<file path="src/rtl/sfp_pkg.sv">
package sfp_pkg;
  typedef enum logic [1:0] {
    LVL_LOOSE = 2'd0,
    LVL_HALF  = 2'd1,
    LVL_EDGE  = 2'd2,
    LVL_SPARE = 2'd3
  } level_e;
endpackage

</file>
<file path="src/rtl/sfp_buffer.sv">
module sfp_buffer #(
  parameter int DEPTH = 16,
  parameter int WIDTH = 8,
  localparam int PW = (DEPTH > 1) ? $clog2(DEPTH) : 1,
  localparam int CW = $clog2(DEPTH + 1)
) (
  input  logic             clk,
  input  logic             rst_n,
  input  logic             flush,
  input  logic             single,
  input  logic             err_clr,
  input  logic             in_valid,
  output logic             in_ready,
  input  logic [WIDTH-1:0] in_data,
  output logic             out_valid,
  input  logic             out_ready,
  output logic [WIDTH-1:0] out_data,
  output logic [CW-1:0]    count,
  output logic             ovf,
  output logic             unf
);
  localparam logic [CW-1:0] FULL_CNT = CW'(DEPTH);
  localparam logic [PW-1:0] LAST_PTR = PW'(DEPTH - 1);

  logic [WIDTH-1:0] mem [DEPTH];
  logic [PW-1:0]    wr_ptr, rd_ptr;
  logic             full, push, pop;

  assign full      = single ? (count != '0) : (count == FULL_CNT);
  assign in_ready  = !full && !flush;
  assign out_valid = (count != '0) && !flush;
  assign push      = in_valid && in_ready;
  assign pop       = out_ready && out_valid;
  assign out_data  = mem[rd_ptr];

  function automatic logic [PW-1:0] bump(input logic [PW-1:0] p);
    return (p == LAST_PTR) ? '0 : p + 1'b1;
  endfunction

  always_ff @(posedge clk) begin
    if (push) mem[wr_ptr] <= in_data;
  end

  always_ff @(posedge clk or negedge rst_n) begin
    if (!rst_n) begin
      wr_ptr <= '0;
      rd_ptr <= '0;
      count  <= '0;
    end else if (flush) begin
      wr_ptr <= '0;
      rd_ptr <= '0;
      count  <= '0;
    end else begin
      if (push) wr_ptr <= bump(wr_ptr);
      if (pop)  rd_ptr <= bump(rd_ptr);
      case ({push, pop})
        2'b10:   count <= count + 1'b1;
        2'b01:   count <= count - 1'b1;
        default: count <= count;
      endcase
    end
  end

  always_ff @(posedge clk or negedge rst_n) begin
    if (!rst_n) begin
      ovf <= 1'b0;
      unf <= 1'b0;
    end else begin
      ovf <= (ovf && !err_clr) || (in_valid && !in_ready && !flush);
      unf <= (unf && !err_clr) || (out_ready && !out_valid && !flush);
    end
  end

  // occupancy never exceeds capacity
  a_r2_count_bound: assert property (@(posedge clk) disable iff (!rst_n)
    count <= FULL_CNT);
  // single-entry mode never holds more than one character once settled
  a_r10_single_cap: assert property (@(posedge clk) disable iff (!rst_n)
    single && !flush |-> count <= CW'(1));
  // a flush leaves the queue empty
  a_r11_flush_empties: assert property (@(posedge clk) disable iff (!rst_n)
    flush |=> !out_valid || count == '0);
  // a rejected offer raises overflow
  a_r12_ovf_sets: assert property (@(posedge clk) disable iff (!rst_n)
    in_valid && !in_ready && !flush |=> ovf);
  // a pop of an empty queue raises underflow
  a_r13_unf_sets: assert property (@(posedge clk) disable iff (!rst_n)
    out_ready && !out_valid && !flush |=> unf);
  // paired push and pop hold the occupancy
  a_r14_pair_keeps_count: assert property (@(posedge clk) disable iff (!rst_n)
    push && pop |=> $stable(count));
endmodule

</file>
<file path="src/rtl/sfp_level_decode.sv">
module sfp_level_decode
  import sfp_pkg::*;
#(
  parameter int DEPTH = 16,
  parameter bit IS_TX = 1'b1,
  localparam int CW = $clog2(DEPTH + 1)
) (
  input  logic [CW-1:0] count,
  input  level_e        code,
  input  logic          single,
  output logic          req
);
  localparam logic [CW-1:0] FULL_CNT = CW'(DEPTH);
  localparam logic [CW-1:0] HALF_CNT = CW'(DEPTH / 2);

  logic policy;

  generate
    if (IS_TX) begin : g_tx
      always_comb begin
        unique case (code)
          LVL_HALF: policy = (FULL_CNT - count) >= HALF_CNT;
          LVL_EDGE: policy = (count == '0);
          default:  policy = (count != FULL_CNT);
        endcase
      end
      assign req = single ? (count == '0) : policy;
    end else begin : g_rx
      always_comb begin
        unique case (code)
          LVL_HALF: policy = (count >= HALF_CNT);
          LVL_EDGE: policy = (count == FULL_CNT);
          default:  policy = (count != '0);
        endcase
      end
      assign req = single ? (count != '0) : policy;
    end
  endgenerate
endmodule

</file>
<file path="src/rtl/serial_fifo_pair.sv">
module serial_fifo_pair
  import sfp_pkg::*;
#(
  parameter int DEPTH = 16,
  parameter int WIDTH = 8
) (
  input  logic             clk,
  input  logic             rst_n,
  input  logic             fifo_on,
  input  logic [1:0]       tx_level,
  input  logic [1:0]       rx_level,
  input  logic             err_clr,
  input  logic             tx_in_valid,
  output logic             tx_in_ready,
  input  logic [WIDTH-1:0] tx_in_data,
  output logic             tx_out_valid,
  input  logic             tx_out_ready,
  output logic [WIDTH-1:0] tx_out_data,
  input  logic             rx_in_valid,
  output logic             rx_in_ready,
  input  logic [WIDTH-1:0] rx_in_data,
  output logic             rx_out_valid,
  input  logic             rx_out_ready,
  output logic [WIDTH-1:0] rx_out_data,
  output logic             tx_irq,
  output logic             tx_dma_req,
  output logic             rx_irq,
  output logic             rx_dma_req,
  output logic             tx_ovf,
  output logic             tx_unf,
  output logic             rx_ovf,
  output logic             rx_unf
);
  localparam int CW = $clog2(DEPTH + 1);

  logic          on_q, flush, single;
  logic [CW-1:0] tx_cnt, rx_cnt;
  logic          tx_req, rx_req;

  always_ff @(posedge clk or negedge rst_n) begin
    if (!rst_n) on_q <= 1'b0;
    else        on_q <= fifo_on;
  end

  assign flush  = on_q && !fifo_on;
  assign single = !fifo_on;

  sfp_buffer #(.DEPTH(DEPTH), .WIDTH(WIDTH)) u_tx_buf (
    .clk(clk), .rst_n(rst_n), .flush(flush), .single(single), .err_clr(err_clr),
    .in_valid(tx_in_valid), .in_ready(tx_in_ready), .in_data(tx_in_data),
    .out_valid(tx_out_valid), .out_ready(tx_out_ready), .out_data(tx_out_data),
    .count(tx_cnt), .ovf(tx_ovf), .unf(tx_unf)
  );

  sfp_buffer #(.DEPTH(DEPTH), .WIDTH(WIDTH)) u_rx_buf (
    .clk(clk), .rst_n(rst_n), .flush(flush), .single(single), .err_clr(err_clr),
    .in_valid(rx_in_valid), .in_ready(rx_in_ready), .in_data(rx_in_data),
    .out_valid(rx_out_valid), .out_ready(rx_out_ready), .out_data(rx_out_data),
    .count(rx_cnt), .ovf(rx_ovf), .unf(rx_unf)
  );

  sfp_level_decode #(.DEPTH(DEPTH), .IS_TX(1'b1)) u_tx_lvl (
    .count(tx_cnt), .code(level_e'(tx_level)), .single(single), .req(tx_req)
  );

  sfp_level_decode #(.DEPTH(DEPTH), .IS_TX(1'b0)) u_rx_lvl (
    .count(rx_cnt), .code(level_e'(rx_level)), .single(single), .req(rx_req)
  );

  assign tx_irq     = tx_req;
  assign tx_dma_req = tx_req;
  assign rx_irq     = rx_req;
  assign rx_dma_req = rx_req;

  // empty-only transmit policy never requests while characters wait
  a_r5_tx_empty_only: assert property (@(posedge clk) disable iff (!rst_n)
    fifo_on && tx_level == 2'd2 && tx_irq |-> !tx_out_valid);
  // full-only receive policy requests only when the queue refuses input
  a_r8_rx_full_only: assert property (@(posedge clk) disable iff (!rst_n)
    fifo_on && rx_level == 2'd2 && rx_irq |-> !rx_in_ready);
  // loose transmit policy requests whenever input is accepted
  a_r3_tx_loose: assert property (@(posedge clk) disable iff (!rst_n)
    fifo_on && (tx_level == 2'd0 || tx_level == 2'd3) && tx_in_ready |-> tx_irq);
  // loose receive policy requests whenever a character is available
  a_r6_rx_loose: assert property (@(posedge clk) disable iff (!rst_n)
    fifo_on && (rx_level == 2'd0 || rx_level == 2'd3) && rx_out_valid |-> rx_irq);
endmodule

</file>
<file path="config.mk">
export PLATFORM = sky130hd
export DESIGN_NAME = serial_fifo_pair
export DESIGN_NICKNAME = d
export VERILOG_FILES = /design/src/rtl/sfp_pkg.sv /design/src/rtl/sfp_buffer.sv /design/src/rtl/sfp_level_decode.sv /design/src/rtl/serial_fifo_pair.sv
export SDC_FILE = /design/constraint.sdc
export NUM_CORES = 1
export LEC_CHECK = 0
export BUFFER_PORTS_ARGS = -buffer_cell sky130_fd_sc_hd__clkbuf_2
export CAP_MARGIN = 20
export CORE_MARGIN = 2
export CORE_UTILIZATION = 45
export CTS_BUF_LIST = sky130_fd_sc_hd__clkbuf_8
export CTS_CLUSTER_SIZE = 24
export DETAILED_ROUTE_END_ITERATION = 12
export PLACE_DENSITY_LB_ADDON = 0.08
export SETUP_SLACK_MARGIN = 0.05
export SYNTH_ARGS = -nofsm -noshare
export SYNTH_HDL_FRONTEND = slang
export SYNTH_SLANG_ARGS = --single-unit
export TNS_END_PERCENT = 30
</file>
<file path="constraint.sdc">
create_clock -name clk -period 6.3 [get_ports clk]
set_clock_uncertainty 0.1 [all_clocks]
set_input_delay 1.89 -clock clk [delete_from_list [all_inputs] [get_ports clk]]
set_output_delay 1.89 -clock clk [all_outputs]
set_load 0.02 [all_outputs]
</file>
After elaboration in Yosys (flattened, before gate mapping)
Memories as Yosys holds them, arrays and structs flattened.
Cells that the tools add are included.
W data, S select, Z words.

word-level totals
  bits in writable memories = 256
  register bits = 31
  memories kept = 2
  bits of input ports = 28
  logic and storage cells = 108

memories
  memory        words  width  rd ports  clocked after Yosys merged registers in  write ports  RTL line          RTL
  u_rx_buf.mem  16     8      1         0                                        1            sfp_buffer.sv:25  logic [WIDTH-1:0] mem [DEPTH];
  u_tx_buf.mem  16     8      1         0                                        1            sfp_buffer.sv:25

cells by class
  order comparisons = 2
  mux-type cells = 26
  eq/ne operators = 15
  $add $sub $neg = 9
  reduce and logical (&&, ||, !) cells = 43

operators with widths
  operator               count
  $mux W4                12
  $logic_and A1 B1 Y1    21
  $pmux W5 S2            2
  $add A4 B1 Y4 const B  4
  $eq A4 B4 Y1 const B   4
  $add A5 B1 Y5 const B  2
  $eq A5 B5 Y1 const B   2
  $ge A5 B4 Y1 const B   2
  $mux W5                2
  $reduce_bool A5 Y1     2
  $sub A5 B1 Y5 const B  2
  $logic_not A1 Y1       9
  $eq A2 B1 Y1 const B   4
  $eq A2 B2 Y1 const B   4
  $mux W1                8
  $reduce_bool A2 Y1     4
  $reduce_bool A3 Y1     2
  $logic_not A5 Y1       1
  $ne A5 B5 Y1 const B   1
  $sub A5 B5 Y5 const A  1
  $logic_or A1 B1 Y1     4
  $pmux W1 S2            2

Logic depth before layout (Yosys ltp)
Gate-level depths: netlist of run 1.

  depth after elaboration = 8
  mapped depth = 12
  gate-level depth less buffers = 9

By module
From an unflattened synthesis of run 1, not the netlist that was laid out.

second synthesis, totals
  cell total of the unflattened synthesis = 664
  area, all modules = 12,145.4 um^2

by module, submodules not included
  module                        instances  sequential area each (um^2)  area each (um^2)  cells each
  sfp_buffer at u_rx_buf        1          4,219.0                      5,954.5           314
  sfp_buffer at u_tx_buf        1          4,219.0                      5,928.2           315
  sfp_level_decode at u_tx_lvl  1          0.0                          128.9             18
  sfp_level_decode at u_rx_lvl  1          0.0                          83.8              12
  serial_fifo_pair              1          25.0                         50.0              5

Least setup slack after synthesis of run 1
OpenSTA, ideal clock, no wires.

  path type = in2out
  start point = input port rx_level[0]
  end point = output port rx_irq
  cell stages on the path = 6
  data arrival time = 2.993 ns
  path slack = 1.317 ns
  required time = 4.310 ns
  path buffers = 1
  cells stage by stage = inv_1 -> ha_1 -> nand2b_1 -> a21oi_1 -> o211ai_1 -> buf_4

on the way
  longest elaborated chain between the ends = 3
  elaborated cells on any way between the ends = 4

ends and longest elaborated chain
  what                                                 RTL line                RTL
  start: declaration                                   serial_fifo_pair.sv:11  input logic [1:0] rx_level,
  $eq A2 B2 Y1 / $eq A2 B1 Y1 (equally long branches)  sfp_level_decode.sv:30  unique case (code)
  $pmux W1 S2 *                                        sfp_level_decode.sv:30
  $mux W1 *                                            sfp_level_decode.sv:36  assign req = single ? (count != '0) : policy;
  end: declaration                                     serial_fifo_pair.sv:27  output logic rx_irq,

Mark *: on every way between the ends. The rest lies on a longest branch, timed or not.

Worst setup path in the final report of run 1
  start point = input port fifo_on
  end point = output port tx_out_valid

on the way
  longest elaborated chain between the ends = 4

ends and longest elaborated chain
  what                 RTL line                RTL
  start: declaration   serial_fifo_pair.sv:9   input logic fifo_on,
  $logic_not A1 Y1     n/a
  $logic_and A1 B1 Y1  serial_fifo_pair.sv:45  assign flush = on_q && !fifo_on;
  $logic_not A1 Y1     sfp_buffer.sv:31        assign out_valid = (count != '0) && !flush;
  $logic_and A1 B1 Y1  sfp_buffer.sv:31
  end: declaration     serial_fifo_pair.sv:16  output logic tx_out_valid,

Every way passes these cells.

==> flow_metrics.env, run 1 <==
export IMPL_ys_ff_latch=287
export IMPL_grt_use_total=0.182
export IMPL_diodes=0
export IMPL_number_of_nets_with_antenna_violations_after_detailed_routing=0
export IMPL_post_cts_setup_buffers=0
export IMPL_power_density_over_cell_area_mw_per_mm2=392
export IMPL_synth_cell_area_mm2=0.0124
export IMPL_fp_coreArea_mm2=0.0270
export IMPL_dp_cell_count=1127
export IMPL_share_of_flip_flops_with_an_asynchronous_set_or_reset_after_synthesis=0.108
export IMPL_post_cts_resize_count=0
export IMPL_starting_density=0.459
export IMPL_outcome="finished clean"
export IMPL_clkPwrFrac=0.276
export IMPL_via_count=7039
export IMPL_largest_cells_by_area_after_synthesis="sky130_fd_sc_hd__edfxtp_1, sky130_fd_sc_hd__dfrtp_1, sky130_fd_sc_hd__mux4_2, sky130_fd_sc_hd__mux2i_1, sky130_fd_sc_hd__a221oi_1"
export IMPL_cts_root_buffer_cell="sky130_fd_sc_hd__clkbuf_8"
export IMPL_worstPathRequired_ns=4.31
export IMPL_fin_nets=884
export IMPL_num_rows=60
export IMPL_final_max_slew_violation_count=0
export IMPL_clkLatencyLatePin_ns=0.55
export IMPL_cts_tree="done"
export IMPL_syn_avg_cell_area_um2=16.1
export IMPL_pre_cts_slack_ns=1.14
export IMPL_postSynthCellCount=770
export IMPL_placement_io_buffers=55
export IMPL_critPathKind="input port to primary output"
export IMPL_synth_edff_count=256
export IMPL_mappedNetlistNets=815
export IMPL_routed_via_density=5.79
export IMPL_synth_largest_area_cell="sky130_fd_sc_hd__edfxtp_1"
export IMPL_power_internal_mw=3.65
export IMPL_post_route_cells_drive_above_1_share=0.207
export IMPL_worstReg2RegEnd="u_rx_buf.mem[14][0]$_DFFE_PP_"
export IMPL_final_fill_count=2209
export IMPL_design_die_area_mm2=0.0288
export IMPL_timing_final_setup_violations=0
export IMPL_max_slew_worst_pin_slew_ns=1.07
export IMPL_switchingPower_mw=1.78
export IMPL_max_slew_margin_rel=0.282
export IMPL_crit_end="tx_out_valid"
export IMPL_timing_max_cap_violations=0
export IMPL_hold_buffers=0
export IMPL_fmaxAchievable_ghz=0.194
export IMPL_fp_dieH_um=170
export IMPL_postPlaceCellArea_mm2=0.0129
export IMPL_timing_reg2reg_setup_slack_ns=3.05
export IMPL_seq_area_frac_synth=0.685
export IMPL_finish_cell_count_without_fillers=1215
export IMPL_grt_antenna_before_repair=0
export IMPL_clock_tree_buffer_depth=3
export IMPL_worst_endpoint_arrival_ns=3.17
export IMPL_area_delta_synth_final_pct=11.9
export IMPL_yosysWarnings=0
export IMPL_sequential_cell_area_mm2=0.00847
export IMPL_hpwlAfterDp_mm=17.0
export IMPL_fin_hold_ws_ns=0.401
export IMPL_worstReg2RegStart="u_rx_buf.count[1]$_DFFE_PN0P_"
export IMPL_final_critical_path_setup_slack_ns=1.14
export IMPL_groute_layer_met1_usage=0.270
export IMPL_clock_sinks=287
export IMPL_first_global_vias=7079
export IMPL_ir_worst_vdd_v=0.000191
export IMPL_grt_max_degree=32
export IMPL_clk_transition_reported_paths_ns=0.06
export IMPL_critical_path_fanouts_max=15
export IMPL_die_boundary_width_um=170
export IMPL_cts_made_buffers=48
export IMPL_grt_util_met3=0.0340
export IMPL_h_tree_depth=2
export IMPL_comb_power_share=0.279
export IMPL_crit_path_start_kind="input port"
export IMPL_rr_worst_depth=5
export IMPL_layout_min_cycle_time_ns=5.16
export IMPL_power_total_mw=5.43
export IMPL_grt_overflow=0
export IMPL_rsz_0062_raised_after_global_routing="no"
export IMPL_sequentialPowerShare=0.445
export IMPL_drt_iter0_markers=536
export IMPL_switching_share=0.328
export IMPL_layout_core_utilization=0.513
export IMPL_first_pass_grt_wire_length_mm=40.3
export IMPL_top_level_ports=56
export IMPL_hold_path_class="register to register"
export IMPL_route_detailed_drc=0
export IMPL_finish_instance_area_mm2=0.0138
export IMPL_final_min_period_over_clock_period=0.819
export IMPL_postSynth_topFlopCell="sky130_fd_sc_hd__edfxtp_1"
export IMPL_synth_cell_types=66
export IMPL_crit_start="fifo_on"
export IMPL_yosysTopAreaCellShare=0.622
export IMPL_globalplace_congestion=0.842
export IMPL_grt_busiest_layer="met2"
export IMPL_drtPass1Iterations=7
export IMPL_tns_ns=0
export IMPL_wirelength_mm=26.0
export IMPL_grt_use_met2=0.282
export IMPL_multi_input_area_mm2=0.00360
export IMPL_hold_viol_final=0
export IMPL_wl_per_cell_um=21.4
export IMPL_power_leakage_nw=4.85
export IMPL_end_kind="primary output"
[cells by family (layout without fill, tap and decap cells)]
| kind of cell | after synthesis | after routing | share of synthesized area |
|---|---|---|---|
| fa+ha+maj | 17 | 17 | 0.0172 |
| buf+inv | 70 | 174 | 0.0259 |
| xor+xnor | 7 | 7 | 0.00496 |
| mux | 100 | 100 | 0.113 |
| flops | 287 | 287 | 0.685 |
| simple gates | 142 | 142 | 0.0611 |
| compound gates | 147 | 147 | 0.0927 |
[placed cells by master (no fill, tap or decap), types with 3 or more instances in the layout]
cell type / instances
sky130_fd_sc_hd__o31ai_1: 6
sky130_fd_sc_hd__nor2_1: 35
sky130_fd_sc_hd__nand4_1: 3
sky130_fd_sc_hd__nand3_1: 9
sky130_fd_sc_hd__o211ai_1: 8
sky130_fd_sc_hd__o21ai_0: 22
sky130_fd_sc_hd__mux4_2: 32
sky130_fd_sc_hd__inv_1: 37
sky130_fd_sc_hd__or3_1: 3
sky130_fd_sc_hd__a211oi_1: 6
sky130_fd_sc_hd__dfrtp_1: 29
sky130_fd_sc_hd__nand2b_1: 4
sky130_fd_sc_hd__a311oi_1: 4
sky130_fd_sc_hd__a21oi_1: 11
sky130_fd_sc_hd__o21a_1: 4
sky130_fd_sc_hd__buf_4: 15
sky130_fd_sc_hd__and2_1: 8
sky130_fd_sc_hd__nand2_1: 42
sky130_fd_sc_hd__xor2_1: 4
sky130_fd_sc_hd__and4_1: 6
sky130_fd_sc_hd__xnor2_1: 3
sky130_fd_sc_hd__and3_1: 4
sky130_fd_sc_hd__a221oi_1: 34
sky130_fd_sc_hd__clkinv_1: 11
sky130_fd_sc_hd__nand3b_1: 3
sky130_fd_sc_hd__a22oi_1: 17
sky130_fd_sc_hd__ha_1: 17
sky130_fd_sc_hd__clkbuf_2: 55
sky130_fd_sc_hd__clkbuf_8: 48
sky130_fd_sc_hd__mux2i_1: 68
sky130_fd_sc_hd__edfxtp_1: 256
sky130_fd_sc_hd__nor3_1: 8
sky130_fd_sc_hd__a32o_1: 7
sky130_fd_sc_hd__nor4b_2: 4
[cell type report]
type / instances / area share
multi-input combinational: 413 / 0.260
sequential: 287 / 0.612
clock inverter: 37 / 0.0154
timing repair buffer: 71 / 0.0286
inverter: 18 / 0.00489
tap: 341 / 0.0308
clock buffer: 48 / 0.0478
[layer usage]
layer	share of wire	vias to the layer above
li1	-	3239
met4	0.014	0
met5	0	-
met1	0.48	3605
met2	0.46	160
met3	0.047	35
[Yosys cell counts (6+ instances only)]
library cell                 n
sky130_fd_sc_hd__nand3_1     9
sky130_fd_sc_hd__a22oi_1    17
sky130_fd_sc_hd__o211ai_1    8
sky130_fd_sc_hd__dfrtp_1    31
sky130_fd_sc_hd__mux2i_1    68
sky130_fd_sc_hd__ha_1       17
sky130_fd_sc_hd__a32o_1      7
sky130_fd_sc_hd__a221oi_1   34
sky130_fd_sc_hd__clkbuf_1   31
sky130_fd_sc_hd__and4_1      6
sky130_fd_sc_hd__o21ai_0    22
sky130_fd_sc_hd__edfxtp_1  256
sky130_fd_sc_hd__and2_1      8
sky130_fd_sc_hd__mux4_2     32
sky130_fd_sc_hd__a211oi_1    6
sky130_fd_sc_hd__buf_2      10
sky130_fd_sc_hd__a21oi_1    11
sky130_fd_sc_hd__nand2_1    42
sky130_fd_sc_hd__inv_1      18
sky130_fd_sc_hd__o31ai_1     6
sky130_fd_sc_hd__nor2_1     35
sky130_fd_sc_hd__nor3_1      8
[critical path, stage by stage]
cell and delay, ns:
sky130_fd_sc_hd__clkbuf_2 0.22, sky130_fd_sc_hd__nor2b_1 0.72, sky130_fd_sc_hd__nor2_1 0.15, sky130_fd_sc_hd__clkbuf_2 0.20
[registers in the layout, summed over array words and instances (netlist names), 4 cells and up]
| name | count |
|---|---|
| u_rx_buf.mem | 128 |
| u_rx_buf.wr_ptr | 4 |
| u_tx_buf.rd_ptr | 4 |
| u_rx_buf.count | 5 |
| u_rx_buf.rd_ptr | 4 |
| u_tx_buf.mem | 128 |
| u_tx_buf.count | 5 |
| u_tx_buf.wr_ptr | 4 |
[how the worst min path moves through the flow]
stage / startpoint / endpoint / slack, ns / cells past startpoint
2_1_floorplan: u_tx_buf.wr_ptr[0]$_DFFE_PN0P_ / u_tx_buf.wr_ptr[0]$_DFFE_PN0P_ / 0.44 / 2
3_3_place_gp: u_rx_buf.ovf$_DFF_PN0_ / u_rx_buf.ovf$_DFF_PN0_ / 0.38 / 1
3_5_place_dp: u_rx_buf.ovf$_DFF_PN0_ / u_rx_buf.ovf$_DFF_PN0_ / 0.38 / 1
4_1_cts: u_tx_buf.ovf$_DFF_PN0_ / u_tx_buf.ovf$_DFF_PN0_ / 0.40 / 1
5_1_grt: u_rx_buf.ovf$_DFF_PN0_ / u_rx_buf.ovf$_DFF_PN0_ / 0.42 / 1
6_report: u_tx_buf.ovf$_DFF_PN0_ / u_tx_buf.ovf$_DFF_PN0_ / 0.40 / 1
[power by group through the flow]
stage / clock, mW / sequential (mW) / combinational, mW
floorplan: 0 / 2.31 / 1.25
global placement: 0 / 2.44 / 1.51
detailed placement: 0 / 2.45 / 1.52
CTS: 1.54 / 2.41 / 1.52
global route: 1.62 / 2.44 / 1.66
finish: 1.50 / 2.41 / 1.51
Note: power is estimated with default switching activity, not from simulation.
==> inputs of run 2 (changes only) <==
- clock period: 6.3 -> 4.5 ns (I/O delays scaled with it)
==> flow_metrics.env, run 2 (same netlist as run 1, synthesis figures left out) <==
export IMPL_max_slew_margin_rel=0.443
export IMPL_clock_sinks=287
export IMPL_first_global_vias=7331
export IMPL_post_cts_setup_buffers=0
export IMPL_end_kind="primary output"
export IMPL_fp_coreArea_mm2=0.0270
export IMPL_outcome="finished clean"
export IMPL_clkLatencyLatePin_ns=0.56
export IMPL_reg_largest_list="u_rx_buf.mem (128), u_tx_buf.mem (128)"
export IMPL_fp_dieH_um=170
export IMPL_final_max_slew_violation_count=0
export IMPL_power_internal_mw=5.14
export IMPL_final_min_period_over_clock_period=0.934
export IMPL_grt_overflow=0
export IMPL_crit_path_start_kind="register"
export IMPL_wirelength_mm=26.4
export IMPL_ir_worst_vdd_v=0.000240
export IMPL_hold_viol_final=0
export IMPL_layout_min_cycle_time_ns=4.20
export IMPL_cts_made_buffers=48
export IMPL_switchingPower_mw=2.50
export IMPL_fin_nets=896
export IMPL_grt_max_degree=49
export IMPL_drtPass1Iterations=5
export IMPL_globalplace_congestion=0.810
export IMPL_cts_tree="done"
export IMPL_worstPathRequired_ns=3.05
export IMPL_first_pass_grt_wire_length_mm=41.2
export IMPL_starting_density=0.459
export IMPL_top_level_ports=56
export IMPL_timing_max_cap_violations=0
export IMPL_pre_cts_slack_ns=0.522
export IMPL_critPathKind="register to primary output"
export IMPL_timing_reg2reg_setup_slack_ns=1.37
export IMPL_rsz_0062_raised_after_global_routing="no"
export IMPL_sequentialPowerShare=0.437
export IMPL_critical_path_fanouts_max=17
export IMPL_max_slew_worst_pin_slew_ns=0.835
export IMPL_routed_via_density=5.77
export IMPL_power_leakage_nw=4.94
export IMPL_h_tree_depth=2
export IMPL_switching_share=0.327
export IMPL_cts_root_buffer_cell="sky130_fd_sc_hd__clkbuf_8"
export IMPL_layout_core_utilization=0.518
export IMPL_postPlaceCellArea_mm2=0.0131
export IMPL_drt_iter0_markers=491
export IMPL_wl_per_cell_um=21.5
export IMPL_hold_path_class="register to register"
export IMPL_grt_use_total=0.187
export IMPL_clk_transition_reported_paths_ns=0.06
export IMPL_num_rows=60
export IMPL_final_cell_mix="sky130_fd_sc_hd__edfxtp_1, sky130_fd_sc_hd__mux2i_1, sky130_fd_sc_hd__clkbuf_2"
export IMPL_comb_power_share=0.290
export IMPL_worst_endpoint_arrival_ns=2.75
export IMPL_hold_buffers=0
export IMPL_area_delta_synth_final_pct=12.9
export IMPL_power_density_over_cell_area_mw_per_mm2=547
export IMPL_design_die_area_mm2=0.0288
export IMPL_clkPwrFrac=0.274
export IMPL_timing_final_setup_violations=0
export IMPL_clock_tree_buffer_depth=3
export IMPL_final_common_cell="sky130_fd_sc_hd__edfxtp_1"
export IMPL_die_boundary_width_um=170
export IMPL_hpwlAfterDp_mm=17.1
export IMPL_grt_antenna_before_repair=0
export IMPL_final_critical_path_setup_slack_ns=0.296
export IMPL_route_detailed_drc=0
export IMPL_post_route_cells_drive_above_1_share=0.216
export IMPL_fmaxAchievable_ghz=0.238
export IMPL_post_cts_resize_count=0
export IMPL_diodes=0
export IMPL_via_count=7101
export IMPL_tns_ns=0
export IMPL_finish_instance_area_mm2=0.0140
export IMPL_number_of_nets_with_antenna_violations_after_detailed_routing=0
export IMPL_placement_io_buffers=55
==> run 2: cell type report <==
class / count / area [um2]
flip-flops and latches: 287 / 8470
fillers: 2229 / 13000
repair buffers: 83 / 523
clock inverters: 37 / 171
well taps: 341 / 427
clock buffers: 51 / 702
inverters: 18 / 67.6
multi-input cells: 413 / 3600
==> run 2: path summary, 6_finish.rpt <==
kind,startpoint,endpoint,depth (start not counted)
min reg2reg,u_tx_buf.ovf$_DFF_PN0_,u_tx_buf.ovf$_DFF_PN0_,1
min in group asynchronous,rst_n,u_rx_buf.wr_ptr[0]$_DFFE_PN0P_,1
min,u_tx_buf.ovf$_DFF_PN0_,u_tx_buf.ovf$_DFF_PN0_,1
max reg2reg,u_rx_buf.count[1]$_DFFE_PN0P_,u_rx_buf.count[4]$_DFFE_PN0P_,9
max in group asynchronous,rst_n,u_tx_buf.rd_ptr[0]$_DFFE_PN0P_,1
max,u_tx_buf.rd_ptr[2]$_DFFE_PN0P_,tx_out_data[6],5
==> run 2: per-stage QoR <==
stage                     hold slack, ns  total power [mW]  cells
after detailed placement           0.389              5.62   1142
after global placement             0.379              5.59   1142
final                              0.399              7.64   1230
after floorplan                    0.444              4.98    770
after global routing               0.435              8.05   1230
after CTS                          0.402              7.73   1230
==> run 2: power groups by stage <==
stage	Combinational [mW]	Clock, mW	Sequential (mW)
final	2.21	2.09	3.33
after global routing	2.42	2.26	3.36
after CTS	2.24	2.15	3.33
after detailed placement	2.24	0	3.39
after global placement	2.21	0	3.37
after floorplan	1.75	0	3.23
==> run 2: critical path, stage by stage (launching register included) <==
cell and delay (ns):
sky130_fd_sc_hd__dfrtp_1 0.58, sky130_fd_sc_hd__and2_1 0.71, sky130_fd_sc_hd__a221oi_1 0.24, sky130_fd_sc_hd__o21a_1 0.25, sky130_fd_sc_hd__a221o_1 0.25, sky130_fd_sc_hd__clkbuf_2 0.16
==> run 2: routing by layer <==
metal / GRT usage / part of all wire / up-vias
met5: 0 / 0 / -
met4: 0.0520 / 0.018 / 0
met3: 0.0329 / 0.047 / 44
met2: 0.295 / 0.47 / 166
met1: 0.271 / 0.47 / 3622
li1: - / - / 3269
==> inputs of run 3 (changes only) <==
- SETUP_SLACK_MARGIN: 0.05 -> 0.1
- clock period: 4.5 -> 3.4 ns (I/O delays scaled with it)
==> flow_metrics.env, run 3 (same netlist as run 1, synthesis figures left out) <==
export IMPL_postPlaceCellArea_mm2=0.0132
export IMPL_drt_iter0_markers=553
export IMPL_switching_share=0.326
export IMPL_crit_path_max_incr_delay_ns=0.51
export IMPL_outcome="finished, violations left"
export IMPL_sequential_cell_area_mm2=0.00847
export IMPL_globalplace_congestion=0.810
export IMPL_number_of_nets_with_antenna_violations_after_detailed_routing=0
export IMPL_critical_path_slowest_cell="sky130_fd_sc_hd__mux4_2"
export IMPL_rsz_0062_raised_after_global_routing="yes"
export IMPL_clock_tree_buffer_depth=3
export IMPL_hold_viol_final=0
export IMPL_power_density_over_cell_area_mw_per_mm2=731
export IMPL_timing_hold_worst_start="u_rx_buf.ovf$_DFF_PN0_"
export IMPL_cts_made_buffers=46
export IMPL_timing_final_setup_violations=1
export IMPL_fp_dieH_um=170
export IMPL_clock_sinks=287
export IMPL_worstPathRequired_ns=2.28
export IMPL_ir_worst_vdd_v=0.000396
export IMPL_cts_tree="done"
export IMPL_failed_checks="setup timing"
export IMPL_starting_density=0.459
export IMPL_diodes=0
export IMPL_crit_start="u_tx_buf.rd_ptr[0]$_DFFE_PN0P_"
export IMPL_design_die_area_mm2=0.0288
export IMPL_clkLatencyLatePin_ns=0.55
export IMPL_max_slew_margin_rel=0.437
export IMPL_h_tree_depth=2
export IMPL_grt_overflow=0
export IMPL_switchingPower_mw=3.58
export IMPL_critPathKind="register to primary output"
export IMPL_final_fill_count=2129
export IMPL_die_boundary_width_um=170
export IMPL_timing_max_cap_violations=0
export IMPL_critical_path_s_top_delay_family="multiplexers"
export IMPL_routed_via_density=5.71
export IMPL_final_critical_path_setup_slack_ns=-0.00635
export IMPL_fmaxAchievable_ghz=0.294
export IMPL_max_slew_worst_pin_slew_ns=0.845
export IMPL_worst_endpoint_arrival_ns=2.29
export IMPL_end_kind="primary output"
export IMPL_route_detailed_drc=0
export IMPL_fp_coreArea_mm2=0.0270
export IMPL_final_cell_mix="sky130_fd_sc_hd__edfxtp_1, sky130_fd_sc_hd__mux2i_1, sky130_fd_sc_hd__buf_4"
export IMPL_final_min_period_over_clock_period=1.00
export IMPL_grt_antenna_before_repair=0
export IMPL_hold_buffers=0
export IMPL_worstReg2RegStart="u_rx_buf.count[0]$_DFFE_PN0P_"
export IMPL_comb_power_share=0.361
export IMPL_first_pass_grt_wire_length_mm=40.7
export IMPL_wl_per_cell_um=21.1
export IMPL_power_internal_mw=7.39
export IMPL_final_common_cell="sky130_fd_sc_hd__edfxtp_1"
export IMPL_reg_largest_list="u_rx_buf.mem (128), u_tx_buf.mem (128)"
export IMPL_power_leakage_nw=5.34
export IMPL_top_level_ports=56
export IMPL_fin_nets=936
export IMPL_tns_ns=-0.00635
export IMPL_finish_instance_area_mm2=0.0150
export IMPL_placement_io_buffers=55
export IMPL_drtPass1Iterations=5
export IMPL_cts_root_buffer_cell="sky130_fd_sc_hd__clkbuf_8"
export IMPL_area_delta_synth_final_pct=21.3
export IMPL_clkPwrFrac=0.242
export IMPL_layout_core_utilization=0.556
export IMPL_clk_transition_reported_paths_ns=0.06
export IMPL_layout_min_cycle_time_ns=3.41
export IMPL_hold_path_class="register to register"
export IMPL_wirelength_mm=26.8
export IMPL_sequentialPowerShare=0.397
export IMPL_cp_num_buf_inv=3
export IMPL_critical_path_fanouts_max=7
export IMPL_grt_use_total=0.184
export IMPL_num_rows=60
export IMPL_grt_max_degree=33
export IMPL_via_count=7245
export IMPL_crit_path_start_kind="register"
export IMPL_crit_chain="buf_12, clkbuf_16, mux4_2, a221o_1, buf_6"
export IMPL_final_max_slew_violation_count=0
export IMPL_post_route_cells_drive_above_1_share=0.325
export IMPL_first_global_vias=7226
export IMPL_multi_input_area_mm2=0.00406
export IMPL_hpwlAfterDp_mm=17.2
-- run 3: cell count changes in the layout (fill, tap and decap cells not counted), moves of 11 or more --
cell / change
sky130_fd_sc_hd__a22oi_2: +11
sky130_fd_sc_hd__clkbuf_2: -20
sky130_fd_sc_hd__o21ai_1: +11
sky130_fd_sc_hd__a221oi_1: -31
sky130_fd_sc_hd__a22oi_1: -11
sky130_fd_sc_hd__o21ai_0: -12
sky130_fd_sc_hd__buf_6: +14
sky130_fd_sc_hd__buf_4: +27
sky130_fd_sc_hd__a221oi_2: +23
sky130_fd_sc_hd__mux2i_1: -12
-- run 3: power by group through the flow --
stage | combinational (mW) | sequential [mW] | clock, mW
2_1_floorplan | 2.31 | 4.27 | 0
3_3_place_gp | 3.02 | 4.41 | 0
3_5_place_dp | 3.05 | 4.42 | 0
4_1_cts | 3.35 | 4.36 | 2.74
5_1_grt | 4.24 | 4.38 | 2.89
6_report | 3.95 | 4.35 | 2.65
-- run 3: final timing paths --
path / to / slack [ns] / depth (start not counted)
max: tx_out_data[6] / -0.006 / 5
min: u_rx_buf.ovf$_DFF_PN0_ / 0.40 / 1
max reg2reg: u_rx_buf.count[4]$_DFFE_PN0P_ / 0.37 / 9
min reg2reg: u_rx_buf.ovf$_DFF_PN0_ / 0.40 / 1
max in group asynchronous: u_tx_buf.rd_ptr[0]$_DFFE_PN0P_ / 2.09 / 1
min in group asynchronous: u_rx_buf.wr_ptr[0]$_DFFE_PN0P_ / 0.46 / 1
-- run 3: stage by stage --
step / power [mW] / worst slack (ns) / hold WS [ns] / std cells
after detailed placement: 7.47 / 0.193 / 0.386 / 1160
final: 11.0 / -0.00635 / 0.396 / 1268
after global placement: 7.43 / 0.210 / 0.380 / 1160
after CTS: 10.4 / -0.0502 / 0.400 / 1250
after floorplan: 6.59 / 0.157 / 0.444 / 770
after global routing: 11.5 / -0.0828 / 0.411 / 1268
-- run 3: worst register-to-register path, delay by kind of cell, from the launching register on --
kind	cells	cell delay [ns]
simple gates	2	0.77
fa+ha+maj	1	0.26
flops	1	0.46
compound gates	5	1.18
xor+xnor	1	0.16
-- run 3: area by class of cell --
type,count,area share
multi-input cells,413,0.271
flip-flops and latches,287,0.565
well taps,341,0.0285
repair buffers,125,0.0763
clock inverters,37,0.0119
inverters,18,0.00451
clock buffers,47,0.0431
-- run 3: what timing repair did --
action	4_1_cts	5_1_grt
hold endpoints to repair	0	0
resized for setup	62	98
setup endpoints to repair	20	24
gates cloned	1	5
buffers inserted	5	13
pin swaps	10	32
-- run 3: per-layer routing --
metal,track usage,part of all wire,up-vias
met3,0.0310,0.041,37
met4,0.0472,0.015,0
met1,0.275,0.49,3683
met5,0,0,-
met2,0.283,0.46,171
li1,-,-,3354
